==> src/rtl/txg_pkg.sv <==
package txg_pkg;

  // Reasons that force the bus idle regardless of the enable pin.
  typedef struct packed {
    logic standby;
    logic overheat;
    logic core_low;
    logic io_low;
  } txg_block_t;

  function automatic logic txg_any_block(txg_block_t b);
    return |b;
  endfunction

endpackage

==> src/rtl/txg_rst_sync.sv <==
module txg_rst_sync #(
  parameter int STAGES = 2
) (
  input  logic clk,
  input  logic rst_n_in,
  output logic rst_n_out
);

  logic [STAGES-1:0] chain_q;

  generate
    if (STAGES == 1) begin : g_single
      always_ff @(posedge clk or negedge rst_n_in) begin
        if (!rst_n_in) chain_q <= '0;
        else           chain_q <= 1'b1;
      end
    end else begin : g_multi
      always_ff @(posedge clk or negedge rst_n_in) begin
        if (!rst_n_in) chain_q <= '0;
        else           chain_q <= {chain_q[STAGES-2:0], 1'b1};
      end
    end
  endgenerate

  assign rst_n_out = chain_q[STAGES-1];

endmodule

==> src/rtl/txg_stuck_timer.sv <==
module txg_stuck_timer #(
  parameter longint unsigned LIMIT = 64'd40
) (
  input  logic clk,
  input  logic rst_n,
  input  logic en_low,     // enable currently asserted
  output logic lock_next,  // lockout value after this edge
  output logic lock_q,
  output logic trip_q
);

  localparam int CW = (LIMIT < 2) ? 1 : $clog2(LIMIT);
  localparam logic [CW-1:0] LAST = CW'(LIMIT - 1);

  logic [CW-1:0] cnt_q, cnt_d;
  logic          lock_d, trip_d;
  logic          cnt_en;

  // next-state
  always_comb begin
    cnt_d  = cnt_q;
    lock_d = lock_q;
    trip_d = 1'b0;
    if (!en_low) begin
      cnt_d  = '0;
      lock_d = 1'b0;
    end else if (!lock_q) begin
      if (cnt_q == LAST) begin
        lock_d = 1'b1;
        trip_d = 1'b1;
      end else begin
        cnt_d = cnt_q + CW'(1);
      end
    end
  end

  // the counter only moves while it can change
  assign cnt_en    = !en_low || !lock_q;
  assign lock_next = lock_d;

  // registers
  always_ff @(posedge clk or negedge rst_n) begin
    if (!rst_n) begin
      cnt_q  <= '0;
      lock_q <= 1'b0;
      trip_q <= 1'b0;
    end else begin
      if (cnt_en) cnt_q <= cnt_d;
      lock_q <= lock_d;
      trip_q <= trip_d;
    end
  end

  // a released enable always ends the lockout
  p_release_clears_r6: assert property (@(posedge clk) disable iff (!rst_n)
    !en_low |=> !lock_q);

  // the trip event never lasts two cycles
  p_trip_single_r5: assert property (@(posedge clk) disable iff (!rst_n)
    trip_q |=> !trip_q);

  // every lockout start carries the event
  p_trip_on_rise_r5: assert property (@(posedge clk) disable iff (!rst_n)
    $rose(lock_q) |-> trip_q);

endmodule

==> src/rtl/txg_inhibit.sv <==
module txg_inhibit
  import txg_pkg::*;
(
  input  logic mode_normal,
  input  logic otemp,
  input  logic vcc_ok,
  input  logic vio_ok,
  output logic blocked
);

  txg_block_t why;

  always_comb begin
    why.standby  = !mode_normal;
    why.overheat = otemp;
    why.core_low = !vcc_ok;
    why.io_low   = !vio_ok;
    blocked      = txg_any_block(why);
  end

endmodule

==> src/rtl/txg_drive_stage.sv <==
module txg_drive_stage (
  input  logic clk,
  input  logic rst_n,
  input  logic want,      // enable asserted and not locked out
  input  logic blocked,   // an idle-forcing condition is present
  input  logic tx_data,
  output logic drive_active,
  output logic drive_data
);

  logic act_d, dat_d;

  always_comb begin
    act_d = want && !blocked;
    dat_d = act_d && tx_data;
  end

  always_ff @(posedge clk or negedge rst_n) begin
    if (!rst_n) begin
      drive_active <= 1'b0;
      drive_data   <= 1'b0;
    end else begin
      drive_active <= act_d;
      drive_data   <= dat_d;
    end
  end

  // any blocking condition idles the driver on the next cycle
  p_block_idles_r7: assert property (@(posedge clk) disable iff (!rst_n)
    blocked |=> !drive_active);

endmodule

==> src/rtl/tx_gate_guard.sv <==
module tx_gate_guard #(
  parameter int unsigned CLK_HZ     = 80_000_000,
  parameter int unsigned TIMEOUT_US = 7700,
  parameter int unsigned RST_STAGES = 2
) (
  input  logic clk,
  input  logic rst_n,
  input  logic tx_en_n,
  input  logic tx_data,
  input  logic mode_normal,
  input  logic otemp,
  input  logic vcc_ok,
  input  logic vio_ok,
  output logic drive_active,
  output logic drive_data,
  output logic stuck_flag,
  output logic stuck_pulse
);

  localparam longint unsigned TIMEOUT_CYC =
    (64'(CLK_HZ) * 64'(TIMEOUT_US)) / 64'd1000000;
  localparam longint unsigned LIMIT = (TIMEOUT_CYC == 0) ? 64'd1 : TIMEOUT_CYC;

  logic rst_n_i;
  logic en_low;
  logic lock_next;
  logic blocked;

  assign en_low = !tx_en_n;

  txg_rst_sync #(.STAGES(RST_STAGES)) u_rst (
    .clk       (clk),
    .rst_n_in  (rst_n),
    .rst_n_out (rst_n_i)
  );

  txg_stuck_timer #(.LIMIT(LIMIT)) u_timer (
    .clk       (clk),
    .rst_n     (rst_n_i),
    .en_low    (en_low),
    .lock_next (lock_next),
    .lock_q    (stuck_flag),
    .trip_q    (stuck_pulse)
  );

  txg_inhibit u_inh (
    .mode_normal (mode_normal),
    .otemp       (otemp),
    .vcc_ok      (vcc_ok),
    .vio_ok      (vio_ok),
    .blocked     (blocked)
  );

  txg_drive_stage u_drv (
    .clk          (clk),
    .rst_n        (rst_n_i),
    .want         (en_low && !lock_next),
    .blocked      (blocked),
    .tx_data      (tx_data),
    .drive_active (drive_active),
    .drive_data   (drive_data)
  );

  // a high enable idles the driver one edge later
  p_enable_gate_r1: assert property (@(posedge clk) disable iff (!rst_n_i)
    tx_en_n |=> !drive_active);

  // the driver is never active while locked out
  p_lock_idles_r4: assert property (@(posedge clk) disable iff (!rst_n_i)
    drive_active |-> !stuck_flag);

  // the event only appears together with the lockout level
  p_pulse_in_lock_r5: assert property (@(posedge clk) disable iff (!rst_n_i)
    stuck_pulse |-> stuck_flag);

  // supply loss idles the driver
  p_supply_idles_r8: assert property (@(posedge clk) disable iff (!rst_n_i)
    (!vcc_ok || !vio_ok) |=> !drive_active);

  // standby idles the driver
  p_standby_idles_r9: assert property (@(posedge clk) disable iff (!rst_n_i)
    !mode_normal |=> !drive_active);

endmodule

==> config.mk <==
export PLATFORM = sky130hd
export DESIGN_NAME = tx_gate_guard
export DESIGN_NICKNAME = d
export VERILOG_FILES = /design/src/rtl/txg_pkg.sv /design/src/rtl/txg_rst_sync.sv /design/src/rtl/txg_stuck_timer.sv /design/src/rtl/txg_inhibit.sv /design/src/rtl/txg_drive_stage.sv /design/src/rtl/tx_gate_guard.sv
export SDC_FILE = /design/constraint.sdc
export NUM_CORES = 1
export LEC_CHECK = 0
export ABC_CLOCK_PERIOD_IN_PS = 2200
export CAP_MARGIN = 15
export CORE_UTILIZATION = 53
export CTS_CLUSTER_SIZE = 20
export DETAILED_ROUTE_END_ITERATION = 7
export HOLD_SLACK_MARGIN = 0.06
export PLACE_DENSITY = 0.74
export RECOVER_POWER = 25
export SLEW_MARGIN = 15
export SYNTH_ARGS = -nofsm -noshare
export SYNTH_HDL_FRONTEND = slang
export SYNTH_SLANG_ARGS = --single-unit
==> constraint.sdc <==
create_clock -name clk -period 2.2 [get_ports clk]
set_input_delay 0.66 -clock clk [delete_from_list [all_inputs] [get_ports clk]]
set_output_delay 0.66 -clock clk [all_outputs]
set_load 0.01 [all_outputs]
# Word-level counts from Yosys, hierarchy flattened
# Index checks and enable logic that the tools add are counted.
# W data, S select, Z words.
[classes]
n_addsub = 1
eq_ne = 3
mux = 8
n_reduce_logical = 13
[ops]
columns = ["operator", "count"]
rows = [
  ["$mux W20", 3],
  ["$add A20 B1 Y20 const B", 1],
  ["$eq A20 B20 Y1 const B", 1],
  ["$logic_not A1 Y1", 7],
  ["$mux W1", 5],
  ["$ne A2 B2 Y1 const B", 2],
  ["$reduce_or A4 Y1", 1],
  ["$logic_and A1 B1 Y1", 3],
  ["$reduce_and A3 Y1", 1],
  ["$logic_or A1 B1 Y1", 1],
]
[word_totals]
register_bits = 26
in_bits = 8
out_inout_bits = 4
elab_cells = 31

# Longest topological paths before layout
[depth]
word_depth = 8
mapped_depth = 6
ltp_nobuf = 5

# Hierarchy
# A second synthesis with hierarchy kept.
[hier_totals]
cells_unflattened = 145
hier_area_um2 = 1443.9
[modules_own_cells]
columns = ["module", "n_inst", "cells_per_inst", "area_each_um2", "seq_area_each_um2"]
rows = [
  ["txg_stuck_timer", 1, 135, 1308.8, 550.5],
  ["txg_drive_stage", 1, 4, 65.1, 50.0],
  ["txg_rst_sync", 1, 3, 53.8, 50.0],
  ["txg_inhibit", 1, 1, 8.8, 0.0],
  ["tx_gate_guard", 1, 2, 7.5, 0.0],
]

# Worst setup path before layout
# No wires, ideal clock.
[synth_timing]
kind = "register to register"
start = "reg u_timer.cnt_q[8]"
end = "reg u_timer.cnt_q[0]"
setup_ps = 125
arrival_ps = 1718
required_ps = 2075
setup_slack_ps = 357
path_stages_with_launch = 5
n_path_buf = 0
cell_sequence = "dfrtp_1 -> or4b_4 -> nor4_4 -> a21oi_2 -> mux2_2"
[synth_between]
elab_chain_len = 3
[synth_lines]
columns = ["item", "line", "text"]
rows = [
  ["start, declared", "txg_stuck_timer.sv:15", "logic [CW-1:0] cnt_q, cnt_d;"],
  ["start signal, assigned", "txg_stuck_timer.sv:48", "if (cnt_en) cnt_q <= cnt_d;"],
  ["$eq A20 B20 Y1", "txg_stuck_timer.sv:28", "if (cnt_q == LAST) begin"],
  ["$ne A2 B2 Y1 (no source line)", "-", ""],
  ["$reduce_and A3 Y1 (no source line)", "-", ""],
]
# No other way between the ends.
# A chain may end at the register's enable or synchronous reset.

# Final worst setup path
[layout_timing]
start = "reg u_timer.cnt_q[0]"
end = "reg u_timer.cnt_q[19]"
[layout_between]
elab_chain_len = 4
elab_cells_between_ends = 7
[layout_lines]
columns = ["item", "line", "text"]
rows = [
  ["$add A20 B1 Y20", "txg_stuck_timer.sv:32", "cnt_d = cnt_q + CW'(1);"],
  ["$mux W20", "txg_stuck_timer.sv:28", ""],
  ["$mux W20", "txg_stuck_timer.sv:27", "end else if (!lock_q) begin"],
  ["$mux W20", "txg_stuck_timer.sv:24", "if (!en_low) begin"],
]
# Parallel ways exist; a longest one is shown, timed or not. The select of a mux whose other input is x is not followed.

==> run summary <==
* final HPWL from detailed placement: 2040 um
* pin count of the biggest net entering global routing: 19
* post-synthesis cell type with the largest combined area: sky130_fd_sc_hd__dfrtp_1
* # Max-Cap Violations: 0
* Routed WL per cell: 15.0 um
* critical path start-end classification: flop to flop
* gpl congestion: 0.837
* post-place instance area: 1540 sq um
* Setup Total Neg Slack: 0 ps
* post-synth top area share: 47.1%
* unrepaired setup endpoints after global routing: no
* count of standard-cell rows: 18
* total CTS buffers: 3
* number of DRC violations after detailed routing: 0
* fill count: 213
* CTS tree: done
* Yosys warning count: 0
* count of flip-flops with a built-in enable after synthesis: 0
* worst hold-check slack: 135 ps
* relative contribution of sequential cells to total power: 64.0%
* dominant register cell in the synthesized netlist: sky130_fd_sc_hd__dfrtp_1
* maximum number of buffers from clock root to sink: 2
* P per Cell Area: 490 nW/um^2
* design internal power: 608 uW
* proportion of total power due to net switching: 21.1%
* required arrival time at the worst endpoint: 2420 ps
* Synth async-reset ratio: 100%
* critical register-to-register path startpoint: u_timer.cnt_q[0]$_DFFE_PN0P_
* floorplan die area: 2810 sq um
* total routed wirelength: 2750 um
* average size of a mapped cell: 9.86 sq um
* post-CTS repair timing setup buffer count: 0
* Synth-to-Final Area Change: 13.9%
* final max-slew violation count: 0
* ratio of cells with drive above 1 in the final layout: 13.7%
* Leak Pwr: 0.645 nW
* startpoint types: flop
* combinational share of power: 6.0%
* worst setup path start: u_timer.cnt_q[0]$_DFFE_PN0P_
* Max-slew headroom: 40.9%
* Cells after Synth: 140
* wire length of the first global-routing pass: 4690 um
* via/cell ratio: 6.07
* buffer type at the clock tree root: sky130_fd_sc_hd__clkbuf_4
* status: finished, final reports clean
* vias post-DR: 1,110
* # H-tree levels: 1
* First DRT Iteration DRCs: 25
* number of gates resized after cts: 0
* hold buffer count at CTS: 0
* top post-synthesis cells by area: sky130_fd_sc_hd__dfrtp_1 (47%), sky130_fd_sc_hd__mux2_2 (4.9%), sky130_fd_sc_hd__nand2_1 (4.1%)
* clock network fraction of design power: 30.0%
* Die Y-Extent: 53.0 um
* most instantiated library cell after synthesis: sky130_fd_sc_hd__dfrtp_1
* most common library cells after synthesis: sky130_fd_sc_hd__dfrtp_1 (26), sky130_fd_sc_hd__nand2_1 (15), sky130_fd_sc_hd__nor2_1 (11)
* Total Nets Final: 163
* CP endpoint kind: flop
* top achievable clock speed: 0.490 GHz
* top-level port count: 12
* initial standard-cell utilization of the core: 55.7%
* HP Class: flop to asynchronous set/reset pin
* Tmin final: 2040 ps
* worst clock skew: 12.5 ps
* Fin. Hold Viols: 0
* post-route clock period utilization: 92.7%
* x dimension of the die: 53.0 um
* setup slack, reg-to-reg: 160 ps
* post-route antenna net violation count: 0
* total power of the final layout: 770 uW
* clk slew on worst S/H paths: 140 ps
* number of cells on the worst reg-to-reg path: 4
* capture instance of the worst register-to-register path: u_timer.cnt_q[19]$_DFFE_PN0P_
* pin slew with the least headroom to its limit: 886 ps
* post-route setup slack: 160 ps
* cell area after synthesis: 1380 sq um
* number of iterations in the first detailed-routing pass: 4
* Net Sw Power: 163 uW
* proportion of synthesized chip area in sequential cells: 47.1%
* via count of the first global-routing pass: 1,055
* number of input and output port buffers inserted: 11
* setup slack after placement: 113 ps
* Antenna Cells: 0
* syn_nets: 149
* maximum fanout along the worst path: 6
* antenna violations before repair: 0
* clock latency of the later-clocked register in the worst-skew pair: 310 ps
* Std-Cell Core Area: 2480 sq um
* worst voltage drop across the vdd grid: 0.418 mV
* worst path arrival time: 2260 ps
* post-synth cell types: 37
* overall track demand over capacity in global routing: 23.0%
* flop and latch count out of synthesis: 26
* overflow left after global routing: 0
* Design Area, Final: 1570 sq um
* Setup Viol. Count Final: 0
* CTS sink count: 26
## cells by family after synthesis
kind of cell | after synthesis | share of synthesized area (%)
buf+inv | 9 | 2.45
mux | 7 | 5.62
xor+xnor | 3 | 1.90
flops | 26 | 47.1
compound gates | 23 | 11.4
other cells | 1 | 0.272
simple gates | 70 | 30.3
fa+ha+maj | 1 | 0.906
## sequential cells by signal (all words and copies together), names as in the netlist
signal / cells
u_drv.drive_active: 1
u_drv.drive_data: 1
u_timer.cnt_q: 20
u_timer.lock_q: 1
u_rst.chain_q: 2
u_timer.trip_q: 1
## area by class of cell
cell class,instances,area [sq um],share of cell area (%)
timing repair buffer,16,144,9.16
tap,30,37.5,2.39
clock buffer,4,36.3,2.31
sequential,26,651,41.4
multi-input combinational,105,696,44.3
inverter,2,7.51,0.478
## power groups by stage
stage / clock, mW / sequential [mW] / combinational (mW)
CTS: 0.247 / 0.493 / 0.0485
global route: 0.260 / 0.495 / 0.0537
detailed placement: 0 / 0.502 / 0.0483
global placement: 0 / 0.502 / 0.0467
floorplan: 0 / 0.504 / 0.0205
finish: 0.231 / 0.493 / 0.0462
## critical path, stage by stage, from the launching register on
cell and delay (ps):
sky130_fd_sc_hd__dfrtp_1 430, sky130_fd_sc_hd__nand3_1 210, sky130_fd_sc_hd__or4b_2 670, sky130_fd_sc_hd__a211oi_1 280, sky130_fd_sc_hd__mux2_2 370
## how the worst max path moves through the flow
stage,to
2_1_floorplan,u_timer.cnt_q[0]$_DFFE_PN0P_
3_3_place_gp,u_timer.cnt_q[19]$_DFFE_PN0P_
3_5_place_dp,u_timer.cnt_q[15]$_DFFE_PN0P_
4_1_cts,u_timer.cnt_q[19]$_DFFE_PN0P_
5_1_grt,u_timer.cnt_q[19]$_DFFE_PN0P_
6_report,u_timer.cnt_q[19]$_DFFE_PN0P_
## metrics by stage
stage               instances  utilization, %
floorplan                 140               -
global placement          179            62.1
detailed placement        179            62.1
CTS                       183            63.6
global route              183            63.4
finish                    183            63.4
## per-layer routing
layer  up-vias  GRT usage, %  share of wire (%)
met1       538          30.3                 45
li1        543             -                  -
met2        25          38.0                 49
met4         0          6.58                1.1
met3         4          4.60                5.1
met5         -             0                  0
## cells in the final DEF, fill, tap and decap left out, types with 4 or more instances in the layout
cell,count
sky130_fd_sc_hd__nor2b_1,6
sky130_fd_sc_hd__buf_4,4
sky130_fd_sc_hd__clkdlybuf4s50_1,10
sky130_fd_sc_hd__dfrtp_1,26
sky130_fd_sc_hd__nand3_1,4
sky130_fd_sc_hd__or4_1,6
sky130_fd_sc_hd__or3_1,4
sky130_fd_sc_hd__o211ai_1,7
sky130_fd_sc_hd__mux2_2,6
sky130_fd_sc_hd__a21oi_1,6
sky130_fd_sc_hd__nor2_1,11
sky130_fd_sc_hd__nand2_1,15
Power figures use the tool's default switching activity.
